`config.mk`:
```
export PLATFORM = sky130hd
export DESIGN_NAME = e1_idle_inserter
export DESIGN_NICKNAME = d
export VERILOG_FILES = /design/src/rtl/e1_idle_pkg.sv /design/src/rtl/e1_slot_counter.sv /design/src/rtl/e1_sel_bank.sv /design/src/rtl/e1_src_pick.sv /design/src/rtl/e1_idle_inserter.sv
export SDC_FILE = /design/constraint.sdc
export NUM_CORES = 1
export LEC_CHECK = 0
export ABC_AREA = 1
export BUFFER_PORTS_ARGS = -buffer_cell sky130_fd_sc_hd__buf_2
export CAP_MARGIN = 20
export CORE_MARGIN = 2
export CORE_UTILIZATION = 61
export CTS_BUF_LIST = sky130_fd_sc_hd__clkbuf_16
export CTS_CLUSTER_SIZE = 24
export DETAILED_ROUTE_END_ITERATION = 8
export GPL_TIMING_DRIVEN = 0
export PLACE_DENSITY_LB_ADDON = 0.15
export RECOVER_POWER = 25
export SYNTH_ARGS = -nofsm -noshare
export SYNTH_HDL_FRONTEND = slang
export SYNTH_HIERARCHICAL = 1
export SYNTH_SLANG_ARGS = --single-unit
```
`constraint.sdc`:
```
create_clock -name clk -period 2.5 [get_ports clk]
set_clock_uncertainty 0.2 [all_clocks]
set_input_delay 0.25 -clock clk [delete_from_list [all_inputs] [get_ports clk]]
set_output_delay 0.25 -clock clk [all_outputs]
set_load 0.05 [all_outputs]
```
`src/rtl/e1_idle_pkg.sv`:
```
package e1_idle_pkg;

   // width of one programmable register and of one timeslot
   localparam int unsigned OCTET_W = 8;

   // where the outgoing bit of the current timeslot comes from
   typedef enum logic [1:0] {
      SRC_TX   = 2'd0,
      SRC_IDLE = 2'd1,
      SRC_RX   = 2'd2
   } src_e;

endpackage

```
`src/rtl/e1_slot_counter.sv`:
```
module e1_slot_counter #(
   parameter int unsigned SLOTS     = 32,
   parameter int unsigned SLOT_BITS = 8,
   localparam int unsigned SLOT_W   = $clog2(SLOTS),
   localparam int unsigned BIT_W    = $clog2(SLOT_BITS)
) (
   input  logic              clk,
   input  logic              rst_n,
   input  logic              fsync_i,
   output logic [SLOT_W-1:0] slot_o,
   output logic [BIT_W-1:0]  bit_o,
   output logic              last_bit_o
);

   localparam int unsigned FRAME = SLOTS * SLOT_BITS;
   localparam int unsigned POS_W = SLOT_W + BIT_W;

   logic [POS_W-1:0] pos_q;
   logic [POS_W-1:0] cur;

   initial begin : g_param_chk
      assert (SLOTS > 1 && SLOTS == (1 << SLOT_W))
         else $error("SLOTS must be a power of two above 1");
      assert (SLOT_BITS > 1 && SLOT_BITS == (1 << BIT_W))
         else $error("SLOT_BITS must be a power of two above 1");
   end

   // a sync pulse forces the current cycle to frame position zero
   assign cur = fsync_i ? '0 : pos_q;

   always_ff @(posedge clk or negedge rst_n) begin
      if (!rst_n) begin
         pos_q <= '0;
      end else if (cur == POS_W'(FRAME - 1)) begin
         pos_q <= '0;
      end else begin
         pos_q <= cur + 1'b1;
      end
   end

   assign slot_o     = cur[POS_W-1:BIT_W];
   assign bit_o      = cur[BIT_W-1:0];
   assign last_bit_o = (bit_o == BIT_W'(SLOT_BITS - 1));

   // a sync pulse restarts the count, so the next cycle is position 1
   a_r10_sync_restart : assert property (@(posedge clk) disable iff (!rst_n)
      fsync_i |=> (pos_q == POS_W'(1)));

   // the last frame position is followed by position zero
   a_r2_frame_wrap : assert property (@(posedge clk) disable iff (!rst_n)
      (!fsync_i && pos_q == POS_W'(FRAME - 1)) |=> (pos_q == '0));

endmodule

```
`src/rtl/e1_sel_bank.sv`:
```
module e1_sel_bank
   import e1_idle_pkg::*;
#(
   parameter int unsigned SLOTS     = 32,
   parameter int unsigned ADDR_W    = 8,
   parameter int unsigned SEL_BASE  = 'h26,
   parameter int unsigned IDLE_ADDR = 'h2A,
   parameter int unsigned MODE_ADDR = 'h2B,
   parameter bit          SUBST_EN  = 1'b1
) (
   input  logic               clk,
   input  logic               rst_n,
   input  logic               wr_en_i,
   input  logic [ADDR_W-1:0]  wr_addr_i,
   input  logic [OCTET_W-1:0] wr_data_i,
   input  logic               load_i,
   output logic [SLOTS-1:0]   sel_o,
   output logic [OCTET_W-1:0] idle_o,
   output logic               mode_o
);

   localparam int unsigned NREG = SLOTS / OCTET_W;
   localparam logic [ADDR_W-1:0] IDLE_A = ADDR_W'(IDLE_ADDR);

   initial begin : g_param_chk
      assert (SLOTS % OCTET_W == 0 && NREG > 0)
         else $error("SLOTS must be a whole number of registers");
      assert (SEL_BASE + NREG <= (1 << ADDR_W) && IDLE_ADDR < (1 << ADDR_W))
         else $error("register addresses exceed the address width");
   end

   logic [SLOTS-1:0]   sel_sh_q, sel_sh_nxt, sel_act_q;
   logic [OCTET_W-1:0] idle_sh_q, idle_sh_nxt, idle_act_q;

   // one select register per group of eight channels
   for (genvar r = 0; r < NREG; r++) begin : g_selreg
      localparam logic [ADDR_W-1:0] REG_A = ADDR_W'(SEL_BASE + r);
      assign sel_sh_nxt[r*OCTET_W +: OCTET_W] =
         (wr_en_i && wr_addr_i == REG_A) ? wr_data_i
                                         : sel_sh_q[r*OCTET_W +: OCTET_W];
   end

   assign idle_sh_nxt = (wr_en_i && wr_addr_i == IDLE_A) ? wr_data_i : idle_sh_q;

   always_ff @(posedge clk or negedge rst_n) begin
      if (!rst_n) begin
         sel_sh_q   <= '0;
         sel_act_q  <= '0;
         idle_sh_q  <= '0;
         idle_act_q <= '0;
      end else begin
         sel_sh_q  <= sel_sh_nxt;
         idle_sh_q <= idle_sh_nxt;
         // the working set follows the shadow, this cycle's write included
         if (load_i) begin
            sel_act_q  <= sel_sh_nxt;
            idle_act_q <= idle_sh_nxt;
         end
      end
   end

   assign sel_o  = sel_act_q;
   assign idle_o = idle_act_q;

   if (SUBST_EN) begin : g_mode
      localparam logic [ADDR_W-1:0] MODE_A = ADDR_W'(MODE_ADDR);
      logic mode_sh_q, mode_sh_nxt, mode_act_q;

      assign mode_sh_nxt = (wr_en_i && wr_addr_i == MODE_A) ? wr_data_i[0] : mode_sh_q;

      always_ff @(posedge clk or negedge rst_n) begin
         if (!rst_n) begin
            mode_sh_q  <= 1'b0;
            mode_act_q <= 1'b0;
         end else begin
            mode_sh_q <= mode_sh_nxt;
            if (load_i) begin
               mode_act_q <= mode_sh_nxt;
            end
         end
      end

      assign mode_o = mode_act_q;
   end else begin : g_no_mode
      assign mode_o = 1'b0;
   end

   // the working set holds still except at a timeslot boundary
   a_r7_hold_mid_slot : assert property (@(posedge clk) disable iff (!rst_n)
      !load_i |=> ($stable(sel_o) && $stable(idle_o) && $stable(mode_o)));

   // a write in the boundary cycle is already in force for the next slot
   a_r7_boundary_write : assert property (@(posedge clk) disable iff (!rst_n)
      (load_i && wr_en_i && wr_addr_i == IDLE_A) |=> (idle_o == $past(wr_data_i)));

endmodule

```
`src/rtl/e1_src_pick.sv`:
```
module e1_src_pick
   import e1_idle_pkg::*;
#(
   parameter bit SUBST_EN = 1'b1
) (
   input  logic chan_sel_i,
   input  logic mode_i,
   input  logic tx_i,
   input  logic rx_i,
   input  logic idle_bit_i,
   output logic bit_o
);

   src_e src;

   if (SUBST_EN) begin : g_subst
      always_comb begin
         if (!chan_sel_i)  src = SRC_TX;
         else if (mode_i)  src = SRC_RX;
         else              src = SRC_IDLE;
      end
   end else begin : g_plain
      always_comb begin
         src = chan_sel_i ? SRC_IDLE : SRC_TX;
      end
   end

   always_comb begin
      unique case (src)
         SRC_IDLE: bit_o = idle_bit_i;
         SRC_RX:   bit_o = rx_i;
         default:  bit_o = tx_i;
      endcase
   end

endmodule

```
`src/rtl/e1_idle_inserter.sv`:
```
module e1_idle_inserter
   import e1_idle_pkg::*;
#(
   parameter int unsigned SLOTS     = 32,
   parameter int unsigned SLOT_BITS = 8,
   parameter int unsigned ADDR_W    = 8,
   parameter int unsigned SEL_BASE  = 'h26,
   parameter int unsigned IDLE_ADDR = 'h2A,
   parameter int unsigned MODE_ADDR = 'h2B,
   parameter bit          SUBST_EN  = 1'b1
) (
   input  logic               clk,
   input  logic               rst_n,
   input  logic               fsync_i,
   input  logic               tx_ser_i,
   input  logic               rx_ser_i,
   input  logic               wr_en_i,
   input  logic [ADDR_W-1:0]  wr_addr_i,
   input  logic [OCTET_W-1:0] wr_data_i,
   output logic               ser_o
);

   localparam int unsigned SLOT_W = $clog2(SLOTS);
   localparam int unsigned BIT_W  = $clog2(SLOT_BITS);

   initial begin : g_param_chk
      assert (SLOT_BITS == OCTET_W)
         else $error("a timeslot must be as wide as the idle register");
   end

   logic [SLOT_W-1:0]  slot_idx;
   logic [BIT_W-1:0]   bit_idx;
   logic               slot_end;
   logic [SLOTS-1:0]   sel_act;
   logic [OCTET_W-1:0] idle_act;
   logic               mode_act;
   logic               chan_sel;
   logic               idle_bit;
   logic               pick_bit;

   e1_slot_counter #(
      .SLOTS     (SLOTS),
      .SLOT_BITS (SLOT_BITS)
   ) u_cnt (
      .clk        (clk),
      .rst_n      (rst_n),
      .fsync_i    (fsync_i),
      .slot_o     (slot_idx),
      .bit_o      (bit_idx),
      .last_bit_o (slot_end)
   );

   e1_sel_bank #(
      .SLOTS     (SLOTS),
      .ADDR_W    (ADDR_W),
      .SEL_BASE  (SEL_BASE),
      .IDLE_ADDR (IDLE_ADDR),
      .MODE_ADDR (MODE_ADDR),
      .SUBST_EN  (SUBST_EN)
   ) u_bank (
      .clk       (clk),
      .rst_n     (rst_n),
      .wr_en_i   (wr_en_i),
      .wr_addr_i (wr_addr_i),
      .wr_data_i (wr_data_i),
      .load_i    (slot_end),
      .sel_o     (sel_act),
      .idle_o    (idle_act),
      .mode_o    (mode_act)
   );

   // the idle byte leaves most significant bit first
   assign chan_sel = sel_act[slot_idx];
   assign idle_bit = idle_act[BIT_W'(OCTET_W - 1) - bit_idx];

   e1_src_pick #(
      .SUBST_EN (SUBST_EN)
   ) u_pick (
      .chan_sel_i (chan_sel),
      .mode_i     (mode_act),
      .tx_i       (tx_ser_i),
      .rx_i       (rx_ser_i),
      .idle_bit_i (idle_bit),
      .bit_o      (pick_bit)
   );

   always_ff @(posedge clk or negedge rst_n) begin
      if (!rst_n) ser_o <= 1'b0;
      else        ser_o <= pick_bit;
   end

   // the first edge after reset release still shows the reset value
   a_r1_reset_low : assert property (@(posedge clk) disable iff (!rst_n)
      $rose(rst_n) |-> (ser_o == 1'b0));

   // an unselected channel carries the transmit bit one clock later
   a_r5_pass_tx : assert property (@(posedge clk) disable iff (!rst_n)
      !chan_sel |=> (ser_o == $past(tx_ser_i)));

   // a selected channel in normal mode carries the idle byte bit
   a_r4_idle_bit : assert property (@(posedge clk) disable iff (!rst_n)
      (chan_sel && !mode_act) |=> (ser_o == $past(idle_bit)));

   // a selected channel in substitution mode carries the receive bit
   a_r6_subst_rx : assert property (@(posedge clk) disable iff (!rst_n)
      (chan_sel && mode_act) |=> (ser_o == $past(rx_ser_i)));

endmodule

```
-- Word level (Yosys, flattened, before mapping)
Cells that the tools add are included.
- register bits: 91
- latch bits: 0
- bits in writable memories: 0
- memory bits (read-only): 0
- bits of input ports: 22
- output and inout port bits: 1
- memories kept: 0
- add/sub/neg operators: 2
- $mul: 0
- divide/modulo/power cells: 0
- order comparisons: 2
- eq/ne operators: 10
- shifts and indexed selects: 0
- mux-type cells: 15
- bitwise gates (word level): 0
- reduce and logical (&&, ||, !) cells: 6
- operators by type and width (operator ; count):
    $mux W8 ; 7
    $eq A8 B6 Y1 const B ; 6
    $add A8 B1 Y8 const B ; 1
    $eq A8 B8 Y1 const B ; 1
    $logic_and A1 B1 Y1 ; 6
    $lt A5 B6 Y1 const B ; 1
    $bmux W1 S5 ; 1
    $lt A3 B4 Y1 const B ; 1
    $mux W2 ; 2
    $bmux W1 S3 ; 1
    $eq A3 B3 Y1 const B ; 1
    $mux W1 ; 3
    $sub A3 B3 Y3 const A ; 1
    $eq A2 B1 Y1 const B ; 1
    $eq A2 B2 Y1 const B ; 1
    $pmux W1 S2 ; 1

-- Longest topological paths before layout
- depth in word-level cells: 6
- gate-level depth with buffers: 16

-- By module
Netlist, hierarchy kept.
- by module, submodules not included (module ; times used ; cells an instance ; area an instance (um^2) ; seq. area each (um^2)):
    e1_sel_bank ; 1 ; 424 ; 3731.1 ; 2052.0
    e1_slot_counter ; 1 ; 59 ; 474.2 ; 200.2
    e1_idle_inserter ; 1 ; 93 ; 467.9 ; 25.0
    e1_src_pick ; 1 ; 6 ; 26.3 ; 0.0

-- Least setup slack after synthesis
OpenSTA, ideal clock, no wires.
- kind: reg-to-reg
- start: register u_cnt.pos_q[1]
- end: register u_bank.idle_act_q[0] (netlist: u_bank/idle_o[0])
- setup time: 0.066 ns
- arrival: 1.521 ns
- slack: 0.714 ns
- stages on the path, launching flop included: 10
- buffers on the path: 2
- cell sequence: dfrtp_1 > nand2_4 > inv_1 > ha_1 > ha_1 > clkbuf_1 > inv_1 > clkbuf_1 > nand2_1 > nand2_1
- longest elaborated chain between the ends: 2
- RTL lines (item ; RTL line ; source):
    from (decl) ; e1_slot_counter.sv:18 ; logic [POS_W-1:0] pos_q;
    from (signal assigned) ; e1_slot_counter.sv:37 ; pos_q <= cur + 1'b1;
    $mux W8 ; e1_slot_counter.sv:29 ; assign cur = fsync_i ? '0 : pos_q;
    via bit_idx[1] ; e1_idle_inserter.sv:32 ; logic [BIT_W-1:0] bit_idx;
    $eq A3 B3 Y1 ; e1_slot_counter.sv:43 ; assign last_bit_o = (bit_o == BIT_W'(SLOT_BITS - 1));
    via slot_end ; e1_idle_inserter.sv:33 ; logic slot_end;
    to (signal assigned) ; e1_sel_bank.sv:57 ; idle_act_q <= idle_sh_nxt;
    to (decl) ; e1_sel_bank.sv:33 ; logic [OCTET_W-1:0] idle_sh_q, idle_sh_nxt, idle_act_q;
The timed path passes the listed nets, and every way through them passes these cells.
A chain may end at the register's enable or synchronous reset.

-- Worst setup path in the final report
- start: register u_cnt.pos_q[0]
- end: register u_bank.sel_act_q[4] (netlist: u_bank/sel_o[4])
- longest elaborated chain between the ends: 2
- RTL lines (item ; RTL line ; source):
    $mux W8 ; e1_slot_counter.sv:29 ;
    via bit_idx[0] ; e1_idle_inserter.sv:32 ;
    $eq A3 B3 Y1 ; e1_slot_counter.sv:43 ;
    via slot_end ; e1_idle_inserter.sv:33 ;
    to (signal assigned) ; e1_sel_bank.sv:56 ; sel_act_q <= sel_sh_nxt;
    to (decl) ; e1_sel_bank.sv:32 ; logic [SLOTS-1:0] sel_sh_q, sel_sh_nxt, sel_act_q;
The timed path passes the listed nets, and every way through them passes these cells.

==> results.txt <==
The leakage power is 2.675 nW. The number of inserted filler cells in the final layout is 629. The cell area reported after detailed placement came out at 4967 µm². The sequential area share after synthesis came out at 0.4846. The overall die area is 8423 µm². The final routed wire length divided by cell count is 14.87 µm. After synthesis, the cell types taking the most area are sky130_fd_sc_hd__dfrtp_1, sky130_fd_sc_hd__nand2_1, sky130_fd_sc_hd__nand3_1, sky130_fd_sc_hd__inv_1, sky130_fd_sc_hd__nand4_1. The transition at the pin with the smallest max-transition slack came out at 0.7895 ns.

Detailed routing inserted a total of 3909 vias. The number of inserted diodes is 0. After detailed routing, the number of remaining DRC violations is 0. The sequential cell fraction of total power is 0.493. The worst setup path is captured at a flip-flop.

The level count of the clock H-tree is 3. Summed over all nets, the switching power comes to 0.001016 W. The internal power of the cells is 0.002679 W. The synthesized area per cell came out at 8.075 µm².

The area of the multi-input gates is 1932 µm². The share of total power consumed by net switching came out at 0.2750. The flow ran to the end, and the final reports show no timing, DRC or antenna violations. The number of vias per cell after detailed routing came out at 5.392. The all-layer global routing usage is 0.2805. The length of the first detailed-routing pass in iterations came out at 6. Compared with the post-synthesis result, the final layout area differs by 11.50%. The final standard cell count with taps included and fillers excluded is 725. The relative slew slack is 0.4737.

The worst hold path belongs to the class in2reg. Of the available clock period, the critical path in the final layout requires 0.9071. The biggest fanout along the worst timing path came out at 10.

The chip height came out at 91.78 µm. Entering global routing, the biggest net connects 60 pins. The count of boundary I/O pins came out at 23. The number of distinct library cells after synthesis is 28. The critical path is of the reg2reg type.

The insertion delay of the later-clocked pin in the worst-skew pair is 0.34 ns. The aggregate global routing overflow is 0. The number of nets produced by synthesis is 606.

The maximum clock path buffer count is 2. The initial antenna violation count is 0. The synthesized cell area is 4700 µm². The post-detailed-route count of antenna-violating nets is 0. The number of gates resized after CTS was 0.

The setup violation total in the final timing report is 0. The initial core utilization is 0.6178. The sequential cells in the finished layout cover a total of 2277 µm². The final total negative setup slack is 0 ns. Counting I/O delays and the setup requirement, the final critical path takes 2.268 ns. The upper clock frequency limit is 0.4410 GHz.

The TritonCTS sink count is 91. Buffers inserted to repair hold after CTS numbered 3. Setup repair after global routing left no endpoint under its margin. The number of cell rows came out at 32. The hold violation count in the final report is 0. The core area is 7607 µm². The initial DRC count is 255. The number of nets in the layout came out at 643. The cell count after placement came out at 707. The share of total power in the clock network is 0.363.

The clock-pin slew on the worst setup and hold paths came out at 0.06 ns. The total power density per cell area came out at 705.0 nW/µm². TritonCTS built the clock tree.

sky130_fd_sc_hd__dfrtp_1 takes more of the synthesized area than any other cell. In this run the tool buffered the top-level ports with 22 buffer cells. The die boundary width is 91.78 µm.

The critical path arrival came out at 2.35 ns. The synthesis-stage register bit count is 91. The max-capacitance violation count came out at 0. The number of setup buffers added after CTS is 0. The cell sitting at the root of the clock tree is a sky130_fd_sc_hd__clkbuf_16.

The number of global-route vias before repair is 3858. The first-pass GRT wire length is 18460 µm. The clock buffer count from CTS is 9.

The total routed wirelength came out at 10780 µm. The total of warnings raised by yosys came out at 6. Synthesis produced a netlist whose cell count is 582. The final total power is 0.003694 W. The portion of total power attributed to combinational logic is 0.144. Of the cells placed in the final design, the portion with a size suffix greater than 1 is 0.1252.

The max-slew violation count is 0. Across the VDD grid, the largest voltage drop is 546.8 µV. The required arrival time at the worst endpoint came out at 2.58 ns.

The final standard cell area without fillers came out at 5240 µm². The HPWL after detailed placement is 7554 µm. The area fraction of the dominant cell type after synthesis is 0.4846. STA classifies the critical path startpoint as a flip-flop. The congestion estimate from routability-driven global placement came to 0.8771.
==> kinds of logic (layout without fill, tap and decap cells) <==
group	after synthesis	count (layout)	share of synthesized area
compound gates	8	8	0.009584
xor+xnor	2	2	0.003728
fa+ha+maj	2	2	0.005324
buf+inv	101	142	0.1017
flops	91	91	0.4846
simple gates	378	378	0.3951
==> cells in the final DEF (no fill, tap or decap) <==
cell                            count
sky130_fd_sc_hd__bufinv_16          1
sky130_fd_sc_hd__o21a_1             1
sky130_fd_sc_hd__clkinv_4           2
sky130_fd_sc_hd__a21oi_1            1
sky130_fd_sc_hd__nor2_4             3
sky130_fd_sc_hd__dfrtp_1           91
sky130_fd_sc_hd__buf_2             24
sky130_fd_sc_hd__nor2_2             4
sky130_fd_sc_hd__buf_4              3
sky130_fd_sc_hd__nand3_1           77
sky130_fd_sc_hd__inv_1             72
sky130_fd_sc_hd__nand2_1          181
sky130_fd_sc_hd__clkbuf_1          10
sky130_fd_sc_hd__nor2_1            16
sky130_fd_sc_hd__nand3_4            3
sky130_fd_sc_hd__o21ai_0            5
sky130_fd_sc_hd__clkbuf_4           1
sky130_fd_sc_hd__inv_2              4
sky130_fd_sc_hd__xnor2_1            2
sky130_fd_sc_hd__and2_0             2
sky130_fd_sc_hd__clkbuf_16          9
sky130_fd_sc_hd__nand2_4            2
sky130_fd_sc_hd__nor3_4             1
sky130_fd_sc_hd__inv_4              1
sky130_fd_sc_hd__buf_6              6
sky130_fd_sc_hd__and2_1            39
sky130_fd_sc_hd__clkinv_2           1
sky130_fd_sc_hd__ha_1               2
sky130_fd_sc_hd__clkinvlp_4         2
sky130_fd_sc_hd__nand4_1           42
sky130_fd_sc_hd__clkbuf_2           1
sky130_fd_sc_hd__nand2_2            8
sky130_fd_sc_hd__buf_12             1
sky130_fd_sc_hd__inv_6              1
sky130_fd_sc_hd__dlygate4sd3_1      3
sky130_fd_sc_hd__a21o_1             1
==> state kept, by name, indices dropped and copies added (netlist names) <==
signal / count
ser_o: 1
u_bank/idle_sh_q: 8
u_bank/idle_o: 8
u_bank/sel_o: 32
u_bank/mode_o: 1
u_bank/g_mode.mode_sh_q: 1
u_cnt/pos_q: 8
u_bank/sel_sh_q: 32
==> cell usage after synthesis <==
master,instances
sky130_fd_sc_hd__nor2_2,5
sky130_fd_sc_hd__nand2_4,2
sky130_fd_sc_hd__and2_1,41
sky130_fd_sc_hd__ha_1,2
sky130_fd_sc_hd__nor2_4,3
sky130_fd_sc_hd__nand2_2,8
sky130_fd_sc_hd__o21ai_0,5
sky130_fd_sc_hd__inv_4,1
sky130_fd_sc_hd__nand3_1,75
sky130_fd_sc_hd__nor3_4,1
sky130_fd_sc_hd__dfrtp_1,91
sky130_fd_sc_hd__nand4_1,42
sky130_fd_sc_hd__a21o_1,1
sky130_fd_sc_hd__a21oi_1,1
sky130_fd_sc_hd__o21a_1,1
sky130_fd_sc_hd__nand3_2,2
sky130_fd_sc_hd__xnor2_1,2
sky130_fd_sc_hd__buf_2,3
sky130_fd_sc_hd__nand2_1,181
sky130_fd_sc_hd__inv_6,1
sky130_fd_sc_hd__inv_1,72
sky130_fd_sc_hd__buf_6,8
sky130_fd_sc_hd__buf_4,3
sky130_fd_sc_hd__buf_12,1
sky130_fd_sc_hd__clkbuf_1,8
sky130_fd_sc_hd__nor2_1,15
sky130_fd_sc_hd__inv_2,4
sky130_fd_sc_hd__nand3_4,3
==> layout make-up <==
cell class                 instances  area share
tap                              102     0.02436
sequential                        91      0.4346
inverter                          78     0.05731
timing repair buffer              26     0.02818
clock buffer                       9     0.04298
multi-input combinational        390      0.3687
clock inverter                     6     0.01289
buffer                            23     0.03104
==> stage by stage <==
stage	setup WS (ns)	hold WS [ns]	utilization
final	0.2322	0.1157	0.6888
after global routing	0.008600	0.1376	0.6888
after CTS	0.2501	0.1123	0.6954
after detailed placement	0.1006	0.02242	0.6530
after global placement	0.1466	0.2444	0.6490
after floorplan	0.7139	-0.2456	-
==> path summary, 6_finish.rpt <==
| kind | startpoint | end | slack [ns] | cells after the start |
|---|---|---|---|---|
| worst max-delay path | u_cnt/pos_q[0] | u_bank/sel_o[4] | 0.23 | 9 |
| worst min-delay path | fsync_i | u_cnt/pos_q[0] | 0.12 | 3 |
| worst max register to register | u_cnt/pos_q[0] | u_bank/sel_o[4] | 0.23 | 9 |
| worst min register to register | u_cnt/pos_q[0] | u_cnt/pos_q[0] | 0.26 | 1 |
| max in group asynchronous | rst_n | ser_o | 0.44 | 3 |
| min in group asynchronous | rst_n | u_bank/sel_sh_q[13] | 0.33 | 2 |
==> layer usage <==
layer,vias up,track usage,wire length [µm]
met5,-,0,0
met3,13,0.04437,566
met4,0,0.08458,134
met2,117,0.4528,5199
li1,1915,-,-
met1,1864,0.3949,4878
==> power groups by stage <==
stage	logic, W	registers [W]	clock network, W
5_1_grt	0.000620	0.00185	0.00141
4_1_cts	0.000543	0.00182	0.00136
2_1_floorplan	0.000376	0.00183	0
3_5_place_dp	0.000535	0.00184	0
6_report	0.000533	0.00182	0.00134
3_3_place_gp	0.000509	0.00184	0
==> worst max-delay path, stage by stage (launching register included) <==
cell and delay (ns):
sky130_fd_sc_hd__dfrtp_1 0.37, sky130_fd_sc_hd__nand2_1 0.09, sky130_fd_sc_hd__inv_1 0.10, sky130_fd_sc_hd__ha_1 0.25, sky130_fd_sc_hd__ha_1 0.19, sky130_fd_sc_hd__clkbuf_1 0.19, sky130_fd_sc_hd__inv_1 0.22, sky130_fd_sc_hd__clkbuf_1 0.39
sky130_fd_sc_hd__nand2_1 0.12, sky130_fd_sc_hd__nand2_1 0.09
No activity file was read; power rests on OpenSTA's default activity.
